**config.mk**
```make
export PLATFORM = sky130hd
export DESIGN_NAME = bridge_fault_monitor
export DESIGN_NICKNAME = d
export VERILOG_FILES = /design/src/rtl/bfm_pkg.sv /design/src/rtl/bfm_blank_timer.sv /design/src/rtl/bfm_side_check.sv /design/src/rtl/bfm_phase.sv /design/src/rtl/bridge_fault_monitor.sv
export SDC_FILE = /design/constraint.sdc
export NUM_CORES = 1
export LEC_CHECK = 0
export BUFFER_PORTS_ARGS = -buffer_cell sky130_fd_sc_hd__buf_2
export CORE_MARGIN = 1.5
export CORE_UTILIZATION = 61
export DETAILED_ROUTE_END_ITERATION = 6
export GPL_TIMING_DRIVEN = 0
export PLACE_DENSITY = 0.82
export SYNTH_ARGS = -nofsm -noshare
export SYNTH_HDL_FRONTEND = slang
export SYNTH_SLANG_ARGS = --single-unit
export TNS_END_PERCENT = 5
```
**constraint.sdc**
```tcl
create_clock -name clk -period 3.18 [get_ports clk]
set_input_delay 0.159 -clock clk [delete_from_list [all_inputs] [get_ports clk]]
set_output_delay 0.159 -clock clk [all_outputs]
set_load 0.1 [all_outputs]
```
**src/rtl/bfm_pkg.sv**
```systemverilog
// Package: shared side identifiers and the node level each side should produce.
// Assumes: the node comparator reads 1 when the switch node sits at the upper rail.
package bfm_pkg;
    typedef enum logic {SIDE_HI = 1'b0, SIDE_LO = 1'b1} side_e;

    // Level the node should settle to while the given side conducts alone.
    function automatic logic settled_level(side_e s);
        return (s == SIDE_HI);
    endfunction
endpackage

```
**src/rtl/bfm_blank_timer.sv**
```systemverilog
// Module: counts consecutive cycles a side command has been sampled on and
// opens the check once that count reaches the window length.
// Assumes: win_len may change at any time and takes effect at once.
module bfm_blank_timer #(
    parameter int WIN_W = 8
) (
    input  logic             clk,
    input  logic             rst_n,
    input  logic             cmd_on,
    input  logic [WIN_W-1:0] win_len,
    output logic             check_open
);
    localparam logic [WIN_W-1:0] CNT_MAX = {WIN_W{1'b1}};

    logic [WIN_W-1:0] on_cnt;

    // Count previous consecutive on-samples, saturating; an off sample restarts it.
    always_ff @(posedge clk) begin
        if (!rst_n)
            on_cnt <= '0;
        else if (!cmd_on)
            on_cnt <= '0;
        else if (on_cnt != CNT_MAX)
            on_cnt <= on_cnt + 1'b1;
    end

    // Check is open once more than win_len on-samples are seen, this one included.
    always_comb check_open = (on_cnt >= win_len);
endmodule

```
**src/rtl/bfm_side_check.sv**
```systemverilog
// Module: checks one side of one leg; raises a registered error when this side
// conducts alone, its blanking window has passed, and the node disagrees.
// Assumes: node_sense is already synchronised to clk.
module bfm_side_check
    import bfm_pkg::*;
#(
    parameter int    WIN_W = 8,
    parameter side_e SIDE  = SIDE_HI
) (
    input  logic             clk,
    input  logic             rst_n,
    input  logic             own_cmd,
    input  logic             other_cmd,
    input  logic             node_sense,
    input  logic [WIN_W-1:0] win_len,
    output logic             err
);
    localparam logic WANT = settled_level(SIDE);

    logic check_open;
    logic sole_on;
    logic mismatch;

    bfm_blank_timer #(.WIN_W(WIN_W)) u_timer (
        .clk        (clk),
        .rst_n      (rst_n),
        .cmd_on     (own_cmd),
        .win_len    (win_len),
        .check_open (check_open)
    );

    // Qualify: this side alone, and the node differs from its settled level.
    always_comb begin
        sole_on  = own_cmd && !other_cmd;
        mismatch = node_sense ^ WANT;
    end

    // Register the gated mismatch as this side's error.
    always_ff @(posedge clk) begin
        if (!rst_n)
            err <= 1'b0;
        else
            err <= sole_on && mismatch && check_open;
    end
endmodule

```
**src/rtl/bfm_phase.sv**
```systemverilog
// Module: one half-bridge leg, holding a high-side and a low-side checker and
// merging their errors.
// Assumes: commands are the logical gate states, after deadtime insertion.
module bfm_phase
    import bfm_pkg::*;
#(
    parameter int WIN_W = 8
) (
    input  logic             clk,
    input  logic             rst_n,
    input  logic             hi_cmd,
    input  logic             lo_cmd,
    input  logic             node_sense,
    input  logic [WIN_W-1:0] win_len,
    output logic             hs_err,
    output logic             ls_err,
    output logic             ph_err
);
    bfm_side_check #(.WIN_W(WIN_W), .SIDE(SIDE_HI)) u_hs (
        .clk        (clk),
        .rst_n      (rst_n),
        .own_cmd    (hi_cmd),
        .other_cmd  (lo_cmd),
        .node_sense (node_sense),
        .win_len    (win_len),
        .err        (hs_err)
    );

    bfm_side_check #(.WIN_W(WIN_W), .SIDE(SIDE_LO)) u_ls (
        .clk        (clk),
        .rst_n      (rst_n),
        .own_cmd    (lo_cmd),
        .other_cmd  (hi_cmd),
        .node_sense (node_sense),
        .win_len    (win_len),
        .err        (ls_err)
    );

    // Leg error is either side's error.
    always_comb ph_err = hs_err || ls_err;
endmodule

```
**src/rtl/bridge_fault_monitor.sv**
```systemverilog
// Module: top of the switching error detector; one leg checker per phase plus
// the any-leg and high-side summaries.
// Assumes: all inputs are synchronous to clk; win_len is shared by all legs.
module bridge_fault_monitor #(
    parameter int NUM_PH = 3,
    parameter int WIN_W  = 8
) (
    input  logic              clk,
    input  logic              rst_n,
    input  logic [NUM_PH-1:0] hi_cmd,
    input  logic [NUM_PH-1:0] lo_cmd,
    input  logic [NUM_PH-1:0] node_sense,
    input  logic [WIN_W-1:0]  win_len,
    output logic [NUM_PH-1:0] hs_err,
    output logic [NUM_PH-1:0] ls_err,
    output logic [NUM_PH-1:0] ph_err,
    output logic              any_err,
    output logic              desat_hint
);
    for (genvar p = 0; p < NUM_PH; p++) begin : g_leg
        bfm_phase #(.WIN_W(WIN_W)) u_leg (
            .clk        (clk),
            .rst_n      (rst_n),
            .hi_cmd     (hi_cmd[p]),
            .lo_cmd     (lo_cmd[p]),
            .node_sense (node_sense[p]),
            .win_len    (win_len),
            .hs_err     (hs_err[p]),
            .ls_err     (ls_err[p]),
            .ph_err     (ph_err[p])
        );
    end

    // Summaries across legs.
    always_comb begin
        any_err    = |ph_err;
        desat_hint = |hs_err;
    end
endmodule

```
=== After elaboration in Yosys (flattened, before gate mapping) ===
Index checks and enable logic that the tools add are counted.

* Logic and storage cells: 68
* Input bits: 19
* Register bits after elaboration: 54

* Reductions and logical operators: 35
* Bitwise gates (word level): 3
* Equal/unequal tests: 6
* Add/subtract/negate cells: 6
* Magnitude comparators: 6

{| class="wikitable"
|+ Operators by type and width
! operator !! number
|-
| 8-bit by 1-bit adder with 8-bit output, second input constant || 6
|-
| 8-bit greater-or-equal comparator || 6
|-
| 8-bit != test, second input constant || 6
|-
| 1-bit logical AND || 18
|-
| 2-bit AND reduction || 6
|-
| 1-bit zero test || 6
|-
| 3-bit OR reduction || 2
|-
| 1-bit logical OR || 3
|-
| 1-bit NOT || 3
|}

=== Logic depth before layout (Yosys ltp) ===
Gate-level depths: netlist of the first run.

* Word-level depth: 4
* Gate-level depth with buffers: 6

=== Hierarchy ===
Synthesis of the first run repeated with hierarchy kept, for this count alone.

* Cell total of the unflattened synthesis: 422
* Area total of the unflattened synthesis: 3619.7 µm²

{| class="wikitable"
|+ Modules (own cells, without submodules)
! module !! area each (µm²) !! cells an instance !! instances !! seq. area each (µm²)
|-
| bfm_blank_timer || 564.3 || 66 || 6 || 160.2
|-
| bfm_side_check (g_leg[0].u_leg.u_ls ...) || 35.0 || 4 || 3 || 20.0
|-
| bfm_side_check (g_leg[0].u_leg.u_hs ...) || 32.5 || 3 || 3 || 20.0
|-
| bfm_phase || 6.3 || 1 || 3 || 0.0
|-
| bridge_fault_monitor || 12.5 || 2 || 1 || 0.0
|}

=== Worst setup path after synthesis of the first run ===
OpenSTA, ideal clock, no wires.

* Path kind: reg2reg
* Start: register g_leg[2].u_leg.u_hs.u_timer.on_cnt[3]
* End: register g_leg[2].u_leg.u_hs.err
* Stages on the path, launching flop included: 6
* Path buffers: 0
* Period minus slack after synthesis: 1.660 ns
* Path slack: 1.520 ns
* Arrival time: 1.557 ns
* Library setup time: 0.103 ns
* Path through: dfxtp_1 ha_1 o21a_1 nor2_1 or4_1 a2111oi_2

* Word-level cells in the longest chain between the ends: 2

{| class="wikitable"
|+ Ends and longest elaborated chain
! element !! RTL line !! text
|-
| start: declaration || bfm_blank_timer.sv:15 || <nowiki>logic [WIN_W-1:0] on_cnt;</nowiki>
|-
| start signal: assignment || bfm_blank_timer.sv:24 || <nowiki>on_cnt <= on_cnt + 1'b1;</nowiki>
|-
| 8-bit greater-or-equal comparator || bfm_blank_timer.sv:28 || <nowiki>always_comb check_open = (on_cnt >= win_len);</nowiki>
|-
| 1-bit logical AND || bfm_side_check.sv:43 || <nowiki>err <= sole_on && mismatch && check_open;</nowiki>
|-
| end signal: assignment || bfm_side_check.sv:43 ||
|-
| end: declaration || bfm_side_check.sv:16 || <nowiki>output logic err</nowiki>
|}

Every way passes these cells.
A chain may end at the register's enable or synchronous reset.

=== Worst setup path in the final report of the first run ===
* Start: register g_leg[0].u_leg.u_hs.u_timer.on_cnt[0]
* End: register g_leg[0].u_leg.u_hs.err

* Word-level cells in the longest chain between the ends: 2

{| class="wikitable"
|+ Ends and longest elaborated chain
! element !! RTL line
|-
| start: declaration || bfm_blank_timer.sv:15
|-
| start signal: assignment || bfm_blank_timer.sv:24
|-
| 8-bit greater-or-equal comparator || bfm_blank_timer.sv:28
|-
| 1-bit logical AND || bfm_side_check.sv:43
|-
| end signal: assignment || bfm_side_check.sv:43
|-
| end: declaration || bfm_side_check.sv:16
|}

Every way passes these cells.

==> reports/metrics.json, run 1 <==
{
  "outcome": {"value": "complete, no violations"},
  "grt_util_all_layers": {"value": 26.1, "unit": "%"},
  "post_cts_resized": {"value": 0},
  "final-seq-area": {"value": 0.00108, "unit": "sq mm"},
  "power_density": {"value": 320, "unit": "mW/mm^2"},
  "synth_top_cells_by_area": {"value": "dfxtp_1 (32%), ha_1 (20%), nor2_1 (6.4%)"},
  "path_delay_family": {"value": "simple AND/OR/NAND/NOR gates"},
  "syn-cell-area": {"value": 0.00340, "unit": "sq mm"},
  "cp.arrival": {"value": 2.11, "unit": "ns"},
  "clk_root_buffer_cell": {"value": "clkbuf_8"},
  "min_period": {"value": 1.93, "unit": "ns"},
  "synth_top_cells_by_count": {"value": "nor2_1 (58), dfxtp_1 (54), ha_1 (54)"},
  "achievable-frequency": {"value": 519, "unit": "MHz"},
  "cts_htree_levels": {"value": 2},
  "die_area": {"value": 0.00603, "unit": "sq mm"},
  "detailedRoute.firstPassIterationCount": {"value": 5},
  "register_area_share_after_synthesis": {"value": 31.8, "unit": "%"},
  "timing.final.hold_violations": {"value": 0},
  "timing.critical_path.cells": {"value": "inv_1, ha_1, nand2b_1, a2111oi_0, or4_1, a2111oi_2"},
  "floorplan.initialDensity": {"value": 64.9, "unit": "%"},
  "design.portCount": {"value": 30},
  "maxSlewViolCount": {"value": 0},
  "post-synth-top-area-cell": {"value": "dfxtp_1"},
  "cts.clk_slew.worst_paths": {"value": 0.09, "unit": "ns"},
  "synth-edff-count": {"value": 0},
  "filler_cell_count": {"value": 433},
  "io_buffer_count": {"value": 28},
  "post_syn_nets": {"value": 481},
  "synth_top_cell_area_share": {"value": 31.8, "unit": "%"},
  "slowest_cell_on_the_critical_path": {"value": "or4_1"},
  "postRouteAntennaNets": {"value": 0},
  "vdd.ir_drop.worst": {"value": 0.261, "unit": "mV"},
  "max_slew.worst_pin.slew": {"value": 0.568, "unit": "ns"},
  "yosysMostFrequentCell": {"value": "nor2_1"},
  "nets": {"value": 516},
  "timing.critical_path.fanout_max": {"value": 4},
  "synth-seq-cells": {"value": 54},
  "postSynth.asyncResetShare": {"value": 0, "unit": "%"},
  "cts_hold_repair.buffers": {"value": 0},
  "synth_warnings": {"value": 0},
  "grt_overflow_total": {"value": 0},
  "number_of_rows_in_the_core_area": {"value": 26},
  "finalSetupViolations": {"value": 0},
  "crit_path_max_incr_delay": {"value": 0.43, "unit": "ns"},
  "numClockSinks": {"value": 54},
  "routed_wl": {"value": 7350, "unit": "um"},
  "dp.final_hpwl": {"value": 5540, "unit": "um"},
  "totalNegativeSetupSlack": {"value": 0, "unit": "ns"},
  "grt_max_degree": {"value": 15},
  "min_period_over_period": {"value": 60.5, "unit": "%"},
  "postPlaceCellArea": {"value": 0.00363, "unit": "sq mm"},
  "routed-via-count": {"value": 2988},
  "cts_post_setup_buffers_inserted": {"value": 0},
  "cp_num_buf_inv": {"value": 1},
  "dieWidth": {"value": 77.7, "unit": "um"},
  "dominantRegCellSynth": {"value": "dfxtp_1"},
  "antenna_violations_before_repair": {"value": 0},
  "first_global_vias": {"value": 2819},
  "fin_area": {"value": 0.00371, "unit": "sq mm"},
  "worstSetupPathType": {"value": "reg2reg"},
  "tritoncts": {"value": "built"},
  "clock_skew": {"value": 0.00255, "unit": "ns"},
  "drt_iter0_markers": {"value": 124},
  "holdCritPathClass": {"value": "in2reg"},
  "diodes": {"value": 0},
  "timing.critical_path.from_type": {"value": "flip-flop"},
  "netlist-cell-type-count": {"value": 31},
  "drv.max_cap_violation_count": {"value": 0},
  "areaGrowthSynthToFinish": {"value": 9.13, "unit": "%"},
  "multiInputGateArea": {"value": 0.00215, "unit": "sq mm"},
  "clock_tree.buffer_depth": {"value": 2},
  "drive_gt1_share": {"value": 11.5, "unit": "%"},
  "drt-vias-per-instance": {"value": 5.84},
  "syn-mean-instance-area": {"value": 8.33, "unit": "sq um"},
  "floorplan.die.height": {"value": 77.7, "unit": "um"},
  "power.leakage": {"value": 1.59, "unit": "nW"},
  "required": {"value": 3.37, "unit": "ns"},
  "worstSkewPairLatency": {"value": 0.30, "unit": "ns"},
  "slew_headroom": {"value": 61.8, "unit": "%"},
  "drcViolationCount": {"value": 0},
  "finalWeightedCongestion": {"value": 0.832},
  "setup_repair_after_global_routing_missed_its_margin": {"value": "false"},
  "grt_pass1_wl": {"value": 12600, "unit": "um"},
  "core_region_area": {"value": 0.00524, "unit": "sq mm"},
  "route.detailed.wl_per_inst": {"value": 14.3, "unit": "um"},
  "postSynthCellCount": {"value": 408},
  "cts_inserted_buffers": {"value": 5},
  "timing.critical_path.to_type": {"value": "flip-flop"}
}
==> routing by layer <==
layer	track usage (%)	vias up	part of all wire, %
li1	-	1549	-
met1	32.5	1382	47
met2	44.4	43	48
met3	4.59	14	2.6
met4	10.4	0	2.4
met5	0	-	0
==> layout make-up <==
type / instances / area share (%)
sequential: 54 / 29.1
tap: 70 / 2.36
timing repair buffer: 28 / 3.78
multi-input combinational: 319 / 58.0
inverter: 24 / 2.43
buffer: 11 / 2.06
clock buffer: 6 / 2.23
==> cell usage in the layout (no fill, tap or decap), types with 10 or more instances in the layout <==
master / instances
a21oi_1: 17
o21ai_0: 10
buf_2: 29
inv_1: 24
nor2_1: 58
dfxtp_1: 54
nand2_1: 34
a31oi_1: 15
ha_1: 54
nor3_1: 29
nand3_1: 18
==> report_power, final <==
part / internal [mW] / switching (mW)
Clock: 0.169 / 0.215
Combinational: 0.0442 / 0.0676
Sequential: 0.683 / 0.00841
==> cell families (layout without fill, tap and decap cells) <==
| logic type | count (synthesis) | count (layout) | share of synthesized area, % |
|---|---|---|---|
| compound gates | 73 | 73 | 14.6 |
| mux | 9 | 9 | 2.65 |
| buf+inv | 35 | 69 | 4.89 |
| simple gates | 177 | 177 | 24.6 |
| flops | 54 | 54 | 31.8 |
| fa+ha+maj | 54 | 54 | 19.9 |
| xor+xnor | 6 | 6 | 1.55 |
==> through the flow <==
step	total power [mW]	util, %	cells	setup WS [ns]	hold slack, ns
after floorplan	0.776	-	408	1.52	0.235
after global placement	0.812	69.3	506	1.24	0.347
after detailed placement	0.818	69.3	506	1.23	0.348
after CTS	1.20	70.8	512	1.24	0.0229
after global routing	1.25	70.8	512	1.10	0.0265
final	1.19	70.8	512	1.25	0.0284
==> sequential cells by signal (all words and copies together), names as in the netlist <==
name and flops:
g_leg.u_leg.u_ls.u_timer.on_cnt 24, g_leg.u_leg.u_hs.u_timer.on_cnt 24, g_leg.u_leg.u_ls.err 3, g_leg.u_leg.u_hs.err 3
==> path summary, 6_finish.rpt <==
| path | from | end | slack (ns) | cells after the start |
|---|---|---|---|---|
| worst max-delay path | g_leg[0].u_leg.u_hs.u_timer.on_cnt[0]$_SDFFE_PN0P_ | g_leg[0].u_leg.u_hs.err$_SDFF_PN0_ | 1.25 | 6 |
| worst min-delay path | lo_cmd[2] | g_leg[2].u_leg.u_hs.err$_SDFF_PN0_ | 0.03 | 2 |
| worst max register to register | g_leg[0].u_leg.u_hs.u_timer.on_cnt[0]$_SDFFE_PN0P_ | g_leg[0].u_leg.u_hs.err$_SDFF_PN0_ | 1.25 | 6 |
| worst min register to register | g_leg[1].u_leg.u_hs.u_timer.on_cnt[5]$_SDFFE_PN0P_ | g_leg[1].u_leg.u_hs.u_timer.on_cnt[5]$_SDFFE_PN0P_ | 0.55 | 2 |
No activity file was read; power rests on OpenSTA's default activity.
==> run 2, diff against run 1 <==
--- a/config.mk
+++ b/config.mk
@@ -5,6 +5,7 @@
 export SDC_FILE = /design/constraint.sdc
 export NUM_CORES = 1
 export LEC_CHECK = 0
+export ABC_AREA = 1
 export BUFFER_PORTS_ARGS = -buffer_cell sky130_fd_sc_hd__buf_2
 export CORE_MARGIN = 1.5
 export CORE_UTILIZATION = 61
==> constraint.sdc (replaced) <==
create_clock -name clk -period 2 [get_ports clk]
set_input_delay 0.1 -clock clk [delete_from_list [all_inputs] [get_ports clk]]
set_output_delay 0.1 -clock clk [all_outputs]
set_load 0.1 [all_outputs]
==> reports/metrics.json, run 2 <==
{
  "outcome": {"value": "complete, no violations"},
  "antenna_violations_before_repair": {"value": 0},
  "reg2reg_to": {"value": "g_leg[1].u_leg.u_ls.u_timer.on_cnt[1]$_SDFFE_PN0P_"},
  "achievable-frequency": {"value": 672, "unit": "MHz"},
  "path_delay_family": {"value": "buffers and inverters"},
  "pre_cts_setup_slack": {"value": 0.669, "unit": "ns"},
  "mostFrequentLayoutCell": {"value": "nand2_1"},
  "nets": {"value": 611},
  "clk_root_buffer_cell": {"value": "clkbuf_8"},
  "clock_skew": {"value": 0.00541, "unit": "ns"},
  "max_slew.worst_pin.slew": {"value": 0.489, "unit": "ns"},
  "min_period": {"value": 1.49, "unit": "ns"},
  "finalSetupViolations": {"value": 0},
  "timing.critical_path.cells": {"value": "nor2_1, inv_1, buf_4, buf_2"},
  "reg2reg_depth": {"value": 6},
  "grt_max_degree": {"value": 16},
  "synth_warnings": {"value": 0},
  "first_global_vias": {"value": 2890},
  "syn-mean-instance-area": {"value": 7.39, "unit": "sq um"},
  "dominantRegCellSynth": {"value": "dfxtp_1"},
  "synth_top_cell_area_share": {"value": 29.1, "unit": "%"},
  "drt-vias-per-instance": {"value": 5.21},
  "vdd.ir_drop.worst": {"value": 0.302, "unit": "mV"},
  "post_syn_nets": {"value": 575},
  "layout_common_cells": {"value": "nand2_1 (103), inv_1 (84), ha_1 (54), dfxtp_1 (54), a21oi_1 (43)"},
  "floorplan.die.height": {"value": 81, "unit": "um"},
  "grt_pass1_wl": {"value": 12500, "unit": "um"},
  "drt_iter0_markers": {"value": 128},
  "crit_path_max_incr_delay": {"value": 0.41, "unit": "ns"},
  "holdCritPathClass": {"value": "in2reg"},
  "die_area": {"value": 0.00656, "unit": "sq mm"},
  "worst_setup_margin": {"value": 0.513, "unit": "ns"},
  "drv.max_cap_violation_count": {"value": 0},
  "synth-edff-count": {"value": 0},
  "drive_gt1_share": {"value": 13.6, "unit": "%"},
  "cts_hold_repair.buffers": {"value": 0},
  "worst-r2r-setup-slack": {"value": 0.69, "unit": "ns"},
  "totalNegativeSetupSlack": {"value": 0, "unit": "ns"},
  "cts_inserted_buffers": {"value": 5},
  "postSynth.asyncResetShare": {"value": 0, "unit": "%"},
  "register_area_share_after_synthesis": {"value": 29.1, "unit": "%"},
  "cp_num_buf_inv": {"value": 3},
  "grt_util_all_layers": {"value": 24.8, "unit": "%"},
  "slew_headroom": {"value": 67.6, "unit": "%"},
  "hp-start": {"value": "node_sense[2]"},
  "fin_area": {"value": 0.00403, "unit": "sq mm"},
  "areaGrowthSynthToFinish": {"value": 8.56, "unit": "%"},
  "power_density": {"value": 470, "unit": "mW/mm^2"},
  "numClockSinks": {"value": 54},
  "route.detailed.wl_per_inst": {"value": 12.6, "unit": "um"},
  "floorplan.initialDensity": {"value": 63.1, "unit": "%"},
  "routed_wl": {"value": 7720, "unit": "um"},
  "timing.final.hold_violations": {"value": 0},
  "finalWeightedCongestion": {"value": 0.822},
  "yosysMostFrequentCell": {"value": "nand2_1"},
  "worstSetupPathType": {"value": "reg2out"},
  "worstSkewPairLatency": {"value": 0.31, "unit": "ns"},
  "drcViolationCount": {"value": 0},
  "setup_repair_after_global_routing_missed_its_margin": {"value": "false"},
  "synth_top_cells_by_area": {"value": "dfxtp_1 (29%), ha_1 (18%), nand2_1 (10%)"},
  "dp.final_hpwl": {"value": 6050, "unit": "um"},
  "final-seq-area": {"value": 0.00108, "unit": "sq mm"},
  "tritoncts": {"value": "built"},
  "core_region_area": {"value": 0.00589, "unit": "sq mm"},
  "slowest_cell_on_the_critical_path": {"value": "dfxtp_1"},
  "design.portCount": {"value": 30},
  "number_of_rows_in_the_core_area": {"value": 28},
  "diodes": {"value": 0},
  "io_buffer_count": {"value": 29},
  "clock_tree.buffer_depth": {"value": 2},
  "post-synth-top-area-cell": {"value": "dfxtp_1"},
  "end_point_of_the_worst_hold_path": {"value": "g_leg[2].u_leg.u_hs.err$_SDFF_PN0_"},
  "filler_cell_count": {"value": 495},
  "postRouteAntennaNets": {"value": 0},
  "routed-via-count": {"value": 3191},
  "timing.critical_path.to_type": {"value": "output pin"},
  "min_period_over_period": {"value": 74.4, "unit": "%"},
  "largestRegisters": {"value": "g_leg.u_leg.u_hs.u_timer.on_cnt x24, g_leg.u_leg.u_ls.u_timer.on_cnt x24"},
  "holdPathStages": {"value": 4},
  "netlist-cell-type-count": {"value": 27},
  "cts_htree_levels": {"value": 2},
  "power.leakage": {"value": 2.09, "unit": "nW"},
  "cp.arrival": {"value": 1.39, "unit": "ns"},
  "cts.clk_slew.worst_paths": {"value": 0.09, "unit": "ns"},
  "detailedRoute.firstPassIterationCount": {"value": 4},
  "post_cts_resized": {"value": 0},
  "maxSlewViolCount": {"value": 0},
  "reg2reg_from": {"value": "g_leg[1].u_leg.u_ls.u_timer.on_cnt[1]$_SDFFE_PN0P_"},
  "cts_post_setup_buffers_inserted": {"value": 0},
  "grt_overflow_total": {"value": 0},
  "required": {"value": 1.90, "unit": "ns"},
  "multiInputGateArea": {"value": 0.00222, "unit": "sq mm"},
  "dieWidth": {"value": 81, "unit": "um"},
  "synth-seq-cells": {"value": 54},
  "syn-cell-area": {"value": 0.00371, "unit": "sq mm"},
  "timing.critical_path.from_type": {"value": "flip-flop"},
  "timing.critical_path.fanout_max": {"value": 3},
  "postPlaceCellArea": {"value": 0.00395, "unit": "sq mm"},
  "synth_top_cells_by_count": {"value": "nand2_1 (103), inv_1 (84), dfxtp_1 (54), ha_1 (54), a21oi_1 (43)"},
  "power.total": {"value": 1.90, "unit": "mW"},
  "postSynthCellCount": {"value": 502}
}
run 2: cell types whose count changed in the layout (fill, tap and decap cells not counted), sizes merged, moves of 10 or more:
cell and change:
a21oi +26, a2111oi -12, nand2 +76, nand3b +10, inv +67, xor2 +14
nor3 -24
run 2: area by class of cell:
class                   instances  share of cell area, %
multi-input cells             348                   55.1
flip-flops and latches         54                   26.8
inverters                      91                   8.48
repair buffers                 29                   3.60
well taps                      75                   2.33
clock buffers                   5                   1.71
plain buffers                   9                   1.68
clock inverters                 2                  0.248
run 2: tightest hold or removal path: cells and delay by family:
family / cells / cell delay (ns)
AND/OR/NAND/NOR: 2 / 0.10
buffers and inverters: 1 / 0.09
AO/OA/AOI/OAI: 1 / 0.04
run 2: cells by family after synthesis:
| group | Yosys count | share of synthesized area, % |
|---|---|---|
| simple gates | 197 | 26.0 |
| xor+xnor | 14 | 3.30 |
| fa+ha+maj | 54 | 18.2 |
| buf+inv | 100 | 11.0 |
| flops | 54 | 29.1 |
| compound gates | 83 | 12.3 |
run 2: how the worst max path moves through the flow:
| stage | start | end | depth (start not counted) |
|---|---|---|---|
| after CTS | g_leg[2].u_leg.u_hs.err$_SDFF_PN0_ | ph_err[2] | 4 |
| after detailed placement | win_len[5] | g_leg[0].u_leg.u_ls.err$_SDFF_PN0_ | 9 |
| after floorplan | g_leg[2].u_leg.u_ls.err$_SDFF_PN0_ | any_err | 2 |
| after global placement | win_len[7] | g_leg[0].u_leg.u_ls.err$_SDFF_PN0_ | 8 |
| after global routing | g_leg[2].u_leg.u_hs.err$_SDFF_PN0_ | ph_err[2] | 4 |
| final | g_leg[2].u_leg.u_hs.err$_SDFF_PN0_ | ph_err[2] | 4 |
run 2: through the flow:
step                      hold slack (ns)  cells  util (%)
after floorplan                     0.243    502         -
after global placement              0.372    606      67.1
after detailed placement            0.366    606      67.1
after CTS                          0.0390    613      68.5
after global routing               0.0615    613      68.5
final                              0.0512    613      68.5
run 2: layer usage:
metal / global-route usage [%] / part of all wire, %
met5: 0 / 0
met4: 9.31 / 1.9
met3: 4.16 / 3.8
met2: 45.1 / 50
met1: 28.8 / 44
run 2: power breakdown:
part           total [mW]  switching, mW  internal, mW
clock               0.598          0.361         0.237
combinational       0.196          0.123        0.0733
sequential           1.10         0.0150          1.09
==> run 3, diff against run 2 <==
--- a/config.mk
+++ b/config.mk
@@ -5,13 +5,13 @@
 export SDC_FILE = /design/constraint.sdc
 export NUM_CORES = 1
 export LEC_CHECK = 0
-export ABC_AREA = 1
+export ABC_AREA = 0
 export BUFFER_PORTS_ARGS = -buffer_cell sky130_fd_sc_hd__buf_2
 export CORE_MARGIN = 1.5
-export CORE_UTILIZATION = 61
+export CORE_UTILIZATION = 54
 export DETAILED_ROUTE_END_ITERATION = 6
 export GPL_TIMING_DRIVEN = 0
-export PLACE_DENSITY = 0.82
+export PLACE_DENSITY = 0.77
 export SYNTH_ARGS = -nofsm -noshare
 export SYNTH_HDL_FRONTEND = slang
 export SYNTH_SLANG_ARGS = --single-unit
==> constraint.sdc (replaced) <==
create_clock -name clk -period 1.2 [get_ports clk]
set_input_delay 0.06 -clock clk [delete_from_list [all_inputs] [get_ports clk]]
set_output_delay 0.06 -clock clk [all_outputs]
set_load 0.1 [all_outputs]
==> reports/metrics.json, run 3 (same netlist as run 1, synthesis figures left out) <==
{
  "floorplan.die.height": {"value": 82.3, "unit": "um"},
  "worst_setup_margin": {"value": -0.523, "unit": "ns"},
  "clk_root_buffer_cell": {"value": "clkbuf_8"},
  "grt_util_all_layers": {"value": 27.0, "unit": "%"},
  "design.portCount": {"value": 30},
  "route.detailed.wl_per_inst": {"value": 17.2, "unit": "um"},
  "areaGrowthSynthToFinish": {"value": 28.2, "unit": "%"},
  "grt_max_degree": {"value": 17},
  "slowest_cell_on_the_critical_path": {"value": "or4_1"},
  "power_report.internal_total": {"value": 2.45, "unit": "mW"},
  "holdPathStages": {"value": 3},
  "reg2reg_to": {"value": "g_leg[2].u_leg.u_hs.err$_SDFF_PN0_"},
  "hold-worst-slack": {"value": 0.00884, "unit": "ns"},
  "drt_iter0_markers": {"value": 156},
  "maxSlewViolCount": {"value": 0},
  "routed-via-count": {"value": 3243},
  "achievable-frequency": {"value": 580, "unit": "MHz"},
  "crit_path_max_incr_delay": {"value": 0.43, "unit": "ns"},
  "power_frac_seq": {"value": 54.7, "unit": "%"},
  "timing.critical_path.from_type": {"value": "flip-flop"},
  "io_buffer_count": {"value": 28},
  "hp-start": {"value": "hi_cmd[2]"},
  "power.clock.fraction": {"value": 33.1, "unit": "%"},
  "timing.critical_path.to_type": {"value": "flip-flop"},
  "dp_cells": {"value": 511},
  "switching_share": {"value": 26.6, "unit": "%"},
  "finalWeightedCongestion": {"value": 0.872},
  "grt_overflow_total": {"value": 0},
  "numClockSinks": {"value": 54},
  "cp.arrival": {"value": 1.93, "unit": "ns"},
  "tritoncts": {"value": "built"},
  "floorplan.initialDensity": {"value": 56.7, "unit": "%"},
  "postRouteAntennaNets": {"value": 0},
  "required": {"value": 1.41, "unit": "ns"},
  "layout_common_cells": {"value": "nor2_1 (53), ha_1 (44), dfxtp_2 (35), nand2_1 (31), nor3_1 (24)"},
  "worst-r2r-setup-slack": {"value": -0.52, "unit": "ns"},
  "worstSkewPairLatency": {"value": 0.32, "unit": "ns"},
  "power.leakage": {"value": 1.76, "unit": "nW"},
  "violations": {"value": "setup timing"},
  "timing.final.hold_violations": {"value": 0},
  "drcViolationCount": {"value": 0},
  "filler_cell_count": {"value": 437},
  "dieWidth": {"value": 82.3, "unit": "um"},
  "antenna_violations_before_repair": {"value": 0},
  "max_slew.worst_pin.slew": {"value": 0.479, "unit": "ns"},
  "drv.max_cap_violation_count": {"value": 0},
  "finalSetupViolations": {"value": 28},
  "end_point_of_the_worst_hold_path": {"value": "g_leg[2].u_leg.u_ls.err$_SDFF_PN0_"},
  "pwr-share-comb": {"value": 12.2, "unit": "%"},
  "reg2reg_from": {"value": "g_leg[2].u_leg.u_hs.u_timer.on_cnt[0]$_SDFFE_PN0P_"},
  "outcome": {"value": "finished with violations"},
  "clock_skew": {"value": 0.0114, "unit": "ns"},
  "slew_headroom": {"value": 68.0, "unit": "%"},
  "min_period_over_period": {"value": 144, "unit": "%"},
  "timing.critical_path.cells": {"value": "inv_1, ha_1, nand2b_1, a2111oi_0, or4_1, a2111oi_2"},
  "drive_gt1_share": {"value": 32.2, "unit": "%"},
  "p_sw": {"value": 0.889, "unit": "mW"},
  "setup_repair_after_global_routing_missed_its_margin": {"value": "true"},
  "final-seq-area": {"value": 0.00116, "unit": "sq mm"},
  "die_area": {"value": 0.00678, "unit": "sq mm"},
  "routed_wl": {"value": 9130, "unit": "um"},
  "drt-vias-per-instance": {"value": 6.11},
  "cts.clk_slew.worst_paths": {"value": 0.10, "unit": "ns"},
  "grt_pass1_wl": {"value": 13800, "unit": "um"},
  "power_density": {"value": 766, "unit": "mW/mm^2"},
  "holdCritPathClass": {"value": "in2reg"},
  "detailedRoute.firstPassIterationCount": {"value": 4},
  "nets": {"value": 528},
  "diodes": {"value": 0},
  "instances_no_fill": {"value": 531},
  "largestRegisters": {"value": "g_leg.u_leg.u_hs.u_timer.on_cnt x24, g_leg.u_leg.u_ls.u_timer.on_cnt x24"},
  "vdd.ir_drop.worst": {"value": 0.678, "unit": "mV"},
  "multiInputGateArea": {"value": 0.00250, "unit": "sq mm"},
  "dp.final_hpwl": {"value": 5950, "unit": "um"},
  "min_period": {"value": 1.72, "unit": "ns"},
  "clock_tree.buffer_depth": {"value": 2},
  "cts_htree_levels": {"value": 2},
  "number_of_rows_in_the_core_area": {"value": 28},
  "mostFrequentLayoutCell": {"value": "nor2_1"},
  "cts_inserted_buffers": {"value": 5},
  "worstSetupPathType": {"value": "reg2reg"},
  "core_region_area": {"value": 0.00599, "unit": "sq mm"},
  "timing.critical_path.fanout_max": {"value": 3},
  "reg2reg_depth": {"value": 6},
  "first_global_vias": {"value": 2946}
}
==> run 3: changes by cell type in the layout (fill, tap and decap cells not counted), sizes merged, moves of 7 or more <==
cell / before / now
inv: 91 / 24
a2111oi: 0 / 12
a211oi: 0 / 8
and3: 0 / 7
nand3b: 10 / 0
xor2: 14 / 0
a21oi: 43 / 17
nand2: 110 / 34
o21ai: 18 / 10
nor2: 49 / 58
nor3: 5 / 29
mux2i: 0 / 9
==> run 3: cell type report <==
class | instances | area share (%)
plain buffers | 11 | 2.07
clock buffers | 6 | 1.89
clock inverters | 2 | 0.287
inverters | 24 | 2.07
multi-input cells | 319 | 57.3
flip-flops and latches | 54 | 26.7
well taps | 75 | 2.15
repair buffers | 40 | 7.55
==> run 3: worst max-delay path by stage <==
stage                                                        from                                  to  slack [ns]  cells after the start
2_1_floorplan  g_leg[1].u_leg.u_hs.u_timer.on_cnt[3]$_SDFFE_PN0P_  g_leg[1].u_leg.u_hs.err$_SDFF_PN0_       -0.38                      5
3_3_place_gp                                           win_len[2]  g_leg[1].u_leg.u_hs.err$_SDFF_PN0_       -0.51                      7
3_5_place_dp   g_leg[2].u_leg.u_ls.u_timer.on_cnt[0]$_SDFFE_PN0P_  g_leg[2].u_leg.u_ls.err$_SDFF_PN0_       -0.58                      6
4_1_cts        g_leg[1].u_leg.u_hs.u_timer.on_cnt[0]$_SDFFE_PN0P_  g_leg[1].u_leg.u_hs.err$_SDFF_PN0_       -0.51                      6
5_1_grt        g_leg[2].u_leg.u_hs.u_timer.on_cnt[0]$_SDFFE_PN0P_  g_leg[2].u_leg.u_hs.err$_SDFF_PN0_       -0.61                      6
6_report       g_leg[2].u_leg.u_hs.u_timer.on_cnt[0]$_SDFFE_PN0P_  g_leg[2].u_leg.u_hs.err$_SDFF_PN0_       -0.52                      6
==> run 3: timing repair <==
| item | CTS | global route |
|---|---|---|
| gates resized for setup | 99 | 51 |
| endpoints found under the hold margin | 3 | 0 |
| endpoints found under the setup margin | 48 | 48 |
| gates cloned | 0 | 0 |
| hold buffers | 6 | 0 |
| pin swaps | 10 | 11 |
| setup buffers | 5 | 1 |
==> run 3: worst max-delay path, delay by kind of cell (launching register included) <==
family / cells / cell delay (ns)
compound gates: 2 / 0.40
fa+ha+maj: 1 / 0.26
buf+inv: 1 / 0.06
flops: 1 / 0.36
simple gates: 2 / 0.53
==> run 3: power groups by stage <==
stage	Sequential, mW	Combinational (mW)	Clock [mW]
after global routing	1.83	0.451	1.19
after CTS	1.83	0.373	1.11
after detailed placement	1.88	0.295	0
after global placement	1.87	0.280	0
final	1.83	0.408	1.10
after floorplan	1.87	0.189	0
==> run 3: metal layers <==
metal	vias up	part of all wire (%)	global-route usage [%]
li1	1578	-	-
met1	1549	43	34.2
met2	92	50	47.0
met3	24	4.1	4.29
met4	0	2.5	7.46
met5	-	0	0
==> run 3: through the flow <==
stage / utilization [%] / setup TNS, ns / setup WS (ns) / instance area (sq um) / total power, mW
2_1_floorplan: - / -4.37 / -0.382 / 3400 / 2.06
3_3_place_gp: 60.7 / -8.87 / -0.506 / 3640 / 2.15
3_5_place_dp: 60.7 / -10.10 / -0.580 / 3640 / 2.17
4_1_cts: 69.7 / -4.25 / -0.509 / 4170 / 3.31
5_1_grt: 72.7 / -6.42 / -0.615 / 4360 / 3.47
6_report: 72.7 / -4.44 / -0.523 / 4360 / 3.34
